===== src/rtl/pcg_pkg.sv =====
package pcg_pkg;
  localparam int DATA_W   = 32;
  localparam int KEY_W    = 8;
  localparam int KEY_LSB  = 24;
  localparam int NUM_KREG = 3;

  // keyed register index
  localparam int IDX_PWR = 0;
  localparam int IDX_RST = 1;
  localparam int IDX_CLK = 2;

  localparam int OFS_PWR  = 'h800;
  localparam int OFS_RST  = 'h804;
  localparam int OFS_CLK  = 'h808;
  localparam int OFS_STAT = 'h814;

  localparam int BIT_PWR_EN  = 0;
  localparam int BIT_RST_GO  = 0;
  localparam int BIT_RST_CLR = 1;
  localparam int BIT_CLK_BLK = 8;
  localparam int BIT_STICKY  = 16;

  function automatic int kreg_ofs(input int idx);
    case (idx)
      IDX_PWR: return OFS_PWR;
      IDX_RST: return OFS_RST;
      default: return OFS_CLK;
    endcase
  endfunction

  function automatic logic [KEY_W-1:0] kreg_key(input int idx);
    case (idx)
      IDX_PWR: return 8'h26;
      IDX_RST: return 8'hB1;
      default: return 8'hA9;
    endcase
  endfunction
endpackage


===== src/rtl/pcg_key_gate.sv =====
module pcg_key_gate #(
  parameter int                ADDR_W = 12,
  parameter int                KEY_W  = 8,
  parameter logic [ADDR_W-1:0] OFFSET = '0,
  parameter logic [KEY_W-1:0]  KEY    = '0
) (
  input  logic              req_i,
  input  logic              we_i,
  input  logic [ADDR_W-1:0] addr_i,
  input  logic [KEY_W-1:0]  key_i,
  output logic              unlock_o
);
  always_comb unlock_o = req_i && we_i && (addr_i == OFFSET) && (key_i == KEY);
endmodule


===== src/rtl/pcg_sticky.sv =====
module pcg_sticky (
  input  logic clk_i,
  input  logic rst_ni,
  input  logic set_i,
  input  logic clr_i,
  output logic q_o
);
  always_ff @(posedge clk_i or negedge rst_ni) begin
    if (!rst_ni)    q_o <= 1'b0;
    else if (set_i) q_o <= 1'b1;  // set beats clear
    else if (clr_i) q_o <= 1'b0;
  end
endmodule


===== src/rtl/pcg_rd_mux.sv =====
module pcg_rd_mux
  import pcg_pkg::*;
#(
  parameter int ADDR_W = 12
) (
  input  logic              rd_i,
  input  logic [ADDR_W-1:0] addr_i,
  input  logic              pwr_en_i,
  input  logic              clk_blk_i,
  input  logic              sticky_i,
  output logic [DATA_W-1:0] rdata_o
);
  always_comb begin
    rdata_o = '0;
    if (rd_i) begin
      if (addr_i == ADDR_W'(OFS_PWR))  rdata_o[BIT_PWR_EN]  = pwr_en_i;
      if (addr_i == ADDR_W'(OFS_CLK))  rdata_o[BIT_CLK_BLK] = clk_blk_i;
      if (addr_i == ADDR_W'(OFS_STAT)) rdata_o[BIT_STICKY]  = sticky_i;
    end
  end
endmodule


===== src/rtl/periph_ctl_guard.sv =====
module periph_ctl_guard
  import pcg_pkg::*;
#(
  parameter int ADDR_W = 12
) (
  input  logic              clk_i,
  input  logic              rst_ni,
  input  logic              req_i,
  input  logic              we_i,
  input  logic [ADDR_W-1:0] addr_i,
  input  logic [DATA_W-1:0] wdata_i,
  output logic [DATA_W-1:0] rdata_o,
  output logic              pwr_en_o,
  output logic              periph_rst_o,
  output logic              clk_req_block_o
);
  logic [NUM_KREG-1:0] unlock;
  logic pwr_en_q, rst_pulse_q, clk_blk_q, sticky_q;
  logic rst_go, rst_clr;
  logic unused_wdata;

  for (genvar g = 0; g < NUM_KREG; g++) begin : g_kreg
    pcg_key_gate #(
      .ADDR_W (ADDR_W),
      .KEY_W  (KEY_W),
      .OFFSET (ADDR_W'(kreg_ofs(g))),
      .KEY    (kreg_key(g))
    ) i_gate (
      .req_i    (req_i),
      .we_i     (we_i),
      .addr_i   (addr_i),
      .key_i    (wdata_i[KEY_LSB +: KEY_W]),
      .unlock_o (unlock[g])
    );
  end

  assign rst_go  = unlock[IDX_RST] && wdata_i[BIT_RST_GO];
  assign rst_clr = unlock[IDX_RST] && wdata_i[BIT_RST_CLR];

  always_ff @(posedge clk_i or negedge rst_ni) begin
    if (!rst_ni) begin
      pwr_en_q    <= 1'b0;
      rst_pulse_q <= 1'b0;
      clk_blk_q   <= 1'b0;
    end else begin
      if (unlock[IDX_PWR]) pwr_en_q  <= wdata_i[BIT_PWR_EN];
      if (unlock[IDX_CLK]) clk_blk_q <= wdata_i[BIT_CLK_BLK];
      rst_pulse_q <= rst_go;
    end
  end

  pcg_sticky i_sticky (
    .clk_i  (clk_i),
    .rst_ni (rst_ni),
    .set_i  (rst_go),
    .clr_i  (rst_clr),
    .q_o    (sticky_q)
  );

  pcg_rd_mux #(.ADDR_W(ADDR_W)) i_rd (
    .rd_i      (req_i && !we_i),
    .addr_i    (addr_i),
    .pwr_en_i  (pwr_en_q),
    .clk_blk_i (clk_blk_q),
    .sticky_i  (sticky_q),
    .rdata_o   (rdata_o)
  );

  assign pwr_en_o        = pwr_en_q;
  assign periph_rst_o    = rst_pulse_q;
  assign clk_req_block_o = clk_blk_q;

  assign unused_wdata = ^{wdata_i[KEY_LSB-1:BIT_CLK_BLK+1], wdata_i[BIT_CLK_BLK-1:BIT_RST_CLR+1]};
endmodule


===== config.mk =====
export PLATFORM = sky130hd
export DESIGN_NAME = periph_ctl_guard
export DESIGN_NICKNAME = d
export VERILOG_FILES = /design/src/rtl/pcg_pkg.sv /design/src/rtl/pcg_key_gate.sv /design/src/rtl/pcg_sticky.sv /design/src/rtl/pcg_rd_mux.sv /design/src/rtl/periph_ctl_guard.sv
export SDC_FILE = /design/constraint.sdc
export NUM_CORES = 1
export LEC_CHECK = 0
export ABC_AREA = 1
export ABC_CLOCK_PERIOD_IN_PS = 800
export BUFFER_PORTS_ARGS = -buffer_cell sky130_fd_sc_hd__buf_2
export CAP_MARGIN = 5
export CELL_PAD_IN_SITES_DETAIL_PLACEMENT = 0
export CELL_PAD_IN_SITES_GLOBAL_PLACEMENT = 1
export CORE_ASPECT_RATIO = 0.7
export CORE_UTILIZATION = 19
export DETAILED_ROUTE_END_ITERATION = 8
export PLACE_DENSITY_LB_ADDON = 0.12
export SLEW_MARGIN = 10
export SYNTH_ARGS = -nofsm -noshare
export SYNTH_HDL_FRONTEND = slang
export SYNTH_SLANG_ARGS = --single-unit

===== constraint.sdc =====
create_clock -name clk_i -period 0.8 [get_ports clk_i]
set_input_delay 0.12 -clock clk_i [delete_from_list [all_inputs] [get_ports clk_i]]
set_output_delay 0.12 -clock clk_i [all_outputs]
set_load 0.01 [all_outputs]

# Word level (Yosys, flattened, before mapping)
# Index checks and enable logic that the tools add are counted.
# word_totals
regBits,4
latchBits,0
ram_bits,0
mem_bits_ro,0
inputBits,48
out_inout_bits,35
n_memories,0
# op_classes
add_sub_neg,0
n_mul,0
div_mod_pow,0
n_lt_le_gt_ge,0
eq_ne,7
n_shift,0
muxes,8
bitwise,0
n_reduce_logical,12
# ops
operator,n
$eq A12 B12 Y1 const B,4
$eq A8 B8 Y1 const B,2
$logic_and A1 B1 Y1,10
$eq A8 B6 Y1 const B,1
$mux W1,8
$reduce_bool A2 Y1,1
$logic_not A1 Y1,1

# Longest topological paths before layout
# logic_depth
word_depth,6
ltp_mapped,8
mapped_depth_nobuf,8

# Modules after synthesis
# Synthesis repeated with hierarchy kept, for this count alone.
# unflattened
cells_unflattened,157
area_unflattened_um2,814.5
# modules_own_cells
mod,n_inst,cells_per_inst,area_per_inst_um2,seq_area_each_um2
pcg_rd_mux,1,63,356.6,0.0
periph_ctl_guard,1,17,127.6,75.1
pcg_key_gate at g_kreg[1].i_gate,1,24,100.1,0.0
pcg_key_gate at g_kreg[2].i_gate,1,25,98.8,0.0
pcg_key_gate at g_kreg[0].i_gate,1,23,91.3,0.0
pcg_sticky,1,5,40.0,25.0

# Worst setup path before layout
# OpenSTA, ideal clock, no wires.
# synth_timing
path_kind,register -> output
startpoint,reg pwr_en_q (netlist: pwr_en_o)
endpoint,out rdata_o[0]
arrival_time_ps,928
t_required_ps,680
slack_ps,-248
stages_incl_launch_ff,3
path_buffers,0
cell_sequence,dfrtp_1 -> nand3_1 -> nor4_1
# synth_between
elab_chain_cells,2
# synth_lines
element,line_no,text
"start, declared",periph_ctl_guard.sv:18,"logic pwr_en_q, rst_pulse_q, clk_blk_q, sticky_q;"
"start signal, assigned",periph_ctl_guard.sv:46,if (unlock[IDX_PWR]) pwr_en_q <= wdata_i[BIT_PWR_EN];
$mux W1,pcg_rd_mux.sv:16,if (addr_i == ADDR_W'(OFS_PWR)) rdata_o[BIT_PWR_EN] = pwr_en_i;
$mux W1,pcg_rd_mux.sv:15,if (rd_i) begin
"end, declared",periph_ctl_guard.sv:12,"output logic [DATA_W-1:0] rdata_o,"
# Every way passes these cells.

# Final worst setup path
# Same ends and word-level chain as after synthesis.

==> reports/metrics.yaml <==
run_status:
  run_status: "finished with violations"
  failed_checks: "setup timing"
worst_setup_path:
  ff2ff_setup_slack_ps: -80
  critPathCaptureType: "output pin"
  critical_path_required_ps: 680
  critPathLaunchType: "flip-flop"
  cp_max_fo: 2
  signal_arrival_time_at_the_worst_endpoint_ps: 990
  worst_r2r_endpoint: "clk_req_block_o"
  reg2regPathDepth: 4
  crit_type: "reg2out"
  regToRegStartpoint: "clk_req_block_o"
timing:
  slew_viol_final: 0
  fmax_mhz: 898.2
  grt_setup_unrepaired: "true"
  fin_skew_ps: 0
  setup_viol: 9
  fraction_of_the_cycle_the_final_worst_path_needs: 1.392
  finalHoldViolCount: 0
  finalWorstSetupSlack_ps: -313.4
  post_layout_min_period_ps: 1113
synth:
  post_synth_instance_area_sq_um: 698.2
  ranking_of_synthesized_cells_by_instance_count: "sky130_fd_sc_hd__buf_4 (29), sky130_fd_sc_hd__nand2_1 (19), sky130_fd_sc_hd__inv_1 (17), sky130_fd_sc_hd__nor2_1 (17)"
  yosys.cell_count.top_type: "sky130_fd_sc_hd__buf_4"
  postSynth.asyncResetShare: 1.000
  yosysTopAreaCell: "sky130_fd_sc_hd__buf_4"
  ys_seq_area_frac: 0.1434
  avgSynthCellArea_sq_um: 6.124
  ys.flop_type: "sky130_fd_sc_hd__dfrtp_1"
  synthCells: 114
  synth_area_leaders: "sky130_fd_sc_hd__buf_4 (31%), sky130_fd_sc_hd__dfrtp_1 (14%), sky130_fd_sc_hd__nand2_1 (10%)"
  ys_warn_count: 0
  synth_cell_type_count: 15
  number_of_storage_elements_in_the_synthesis_netlist: 4
  yosys.area.top_type_share: 0.3118
  synth-edff-count: 0
global_routing:
  groute.usage.overall: 0.08163
  grt_pass1_wl_um: 2408
  global_route.overflow_total: 0
  grt_max_degree: 7
  first_global_vias: 583
  grt_antenna_before_repair: 0
power_and_ir_drop:
  p_leak_nw: 0.6387
  irDropWorstVdd_mv: 0.5173
  p_per_area_nw_per_um2: 830.1
route:
  vias_per_cell: 3.528
  routed_wire_length_per_instance_um: 7.799
  num_vias: 755
  postRouteWirelength_um: 1669
  drt_first_iter_violations: 38
  post-route-drc-count: 0
  firstDrtPassIters: 4
  antenna_violating_nets_post_route: 0
cts:
  cts_buffer_depth: 2
  tritoncts_clock_tree: "yes"
  cts_htree_levels: 1
  clock_insertion_delay_worst_skew_ps: 220
  path_clk_slew_ps: 30
  clock_sinks: 4
  ctsRootBufferMaster: "sky130_fd_sc_hd__clkbuf_8"
  cts_made_buffers: 3
floorplanning:
  die-area_sq_um: 3925
  die_h_um: 52.72
  die_width_um: 74.45
  io_pins: 83
  start_util: 0.1987
  total_core_area_sq_um: 3513
  rows: 18
hold_path:
  hold_depth: 3
  path_category_of_the_worst_min_delay_check: "in2reg"
  worst_hold_endpoint: "pwr_en_o"
  worst_hold_startpoint: "wdata_i[0]"
cells_and_area:
  fill_cells: 420
  diodes: 0
  design_area_sq_um: 1101
  final_core_utilization: 0.3134
  finalNetCount: 214
  flow.area_growth_from_synthesis_pct: 57.71
  share_of_post_route_cells_with_drive_strength_above_1: 0.4451
placement:
  port_buffers: 32
  dp_hpwl_um: 1418
  pre_cts_ws_ps: -290.9
  placement.cell_area_sq_um: 953.4
  place_congestion: 0.7265
job:
  drv.max_cap_violation_count: 0
-- worst max-delay path by stage --
stage	endpoint	start	cells after the start
finish	rdata_o[0]	pwr_en_o	3
global route	rdata_o[16]	i_sticky.q_o	3
CTS	rdata_o[8]	clk_req_block_o	3
detailed placement	pwr_en_o	addr_i[9]	8
global placement	pwr_en_o	addr_i[9]	8
floorplan	rdata_o[0]	addr_i[9]	3
-- layout make-up --
type | instances | area, sq um | share of cell area
clock buffer | 3 | 41.29 | 0.03750
multi-input combinational | 89 | 515.5 | 0.4682
tap | 50 | 62.56 | 0.05682
inverter | 20 | 75.07 | 0.06818
sequential | 4 | 100.1 | 0.09091
timing repair buffer | 48 | 306.5 | 0.2784
-- kinds of logic (layout without fill, tap and decap cells) --
group | count (synthesis) | count (layout) | share of synthesized area
other | 1 | 29 | 0.005371
DFF | 4 | 4 | 0.1434
buffers and inverters | 49 | 71 | 0.4194
and+or+nand+nor | 60 | 60 | 0.4319
-- worst max-delay path, cell delays in order, from the launching register on --
cell and delay [ps]:
sky130_fd_sc_hd__dfrtp_1 370, sky130_fd_sc_hd__nand3_2 110, sky130_fd_sc_hd__nor4_4 130, sky130_fd_sc_hd__buf_2 160
-- registers in the layout, summed over array words and instances, names as in the netlist --
signal / flops
clk_req_block_o: 1
i_sticky.q_o: 1
periph_rst_o: 1
pwr_en_o: 1
-- layer usage --
layer / global-route usage / vias to the layer above / routed length, um
li1: - / 387 / -
met1: 0.1144 / 335 / 790
met2: 0.1261 / 33 / 772
met3: 0.02885 / 0 / 106
met4: 0 / 0 / 0
met5: 0 / - / 0
-- power by group --
| group | switching, W | internal [W] | total [W] |
|---|---|---|---|
| Sequential | 0.00000000180 | 0.000204 | 0.000204 |
| Clock | 0.0000989 | 0.000320 | 0.000419 |
| Combinational | 0.000183 | 0.000108 | 0.000291 |
-- cells in the final DEF (no fill, tap or decap) --
cell type	netlist	layout
sky130_fd_sc_hd__buf_2	0	30
sky130_fd_sc_hd__conb_1	1	29
sky130_fd_sc_hd__nand2_1	19	19
sky130_fd_sc_hd__inv_1	17	17
sky130_fd_sc_hd__nor2_1	17	15
sky130_fd_sc_hd__buf_4	29	12
sky130_fd_sc_hd__nor2_4	2	6
sky130_fd_sc_hd__nand4_1	5	5
sky130_fd_sc_hd__buf_6	0	5
sky130_fd_sc_hd__nand3_2	2	4
sky130_fd_sc_hd__dfrtp_1	4	4
sky130_fd_sc_hd__inv_2	3	3
sky130_fd_sc_hd__nor2_2	5	3
sky130_fd_sc_hd__nor4_4	0	3
sky130_fd_sc_hd__clkbuf_8	0	3
sky130_fd_sc_hd__nand3_4	0	2
sky130_fd_sc_hd__nand2_4	1	1
sky130_fd_sc_hd__nand3_1	5	1
sky130_fd_sc_hd__nand2_2	1	1
sky130_fd_sc_hd__dlygate4sd3_1	0	1
-- per-stage QoR --
stage,hold slack [ps],setup TNS [ps],std cells,power (W)
after floorplan,-175.6,-48.32,142,0.0004506
after global placement,-72.37,-1728,205,0.0004728
after detailed placement,-72.05,-1797,205,0.0004742
after CTS,133.7,-1373,210,0.0009067
after global routing,173.1,-2112,214,0.0009693
final,143.2,-1587,214,0.0009140
-- timing repair --
item                       4_1_cts  5_1_grt
gates resized for setup          2       10
setup endpoints to repair        9       10
setup buffers                    1        4
hold buffers                     1        0
hold endpoints to repair         4        0
pin swaps                        4        1
Note: power is estimated with default switching activity, not from simulation.
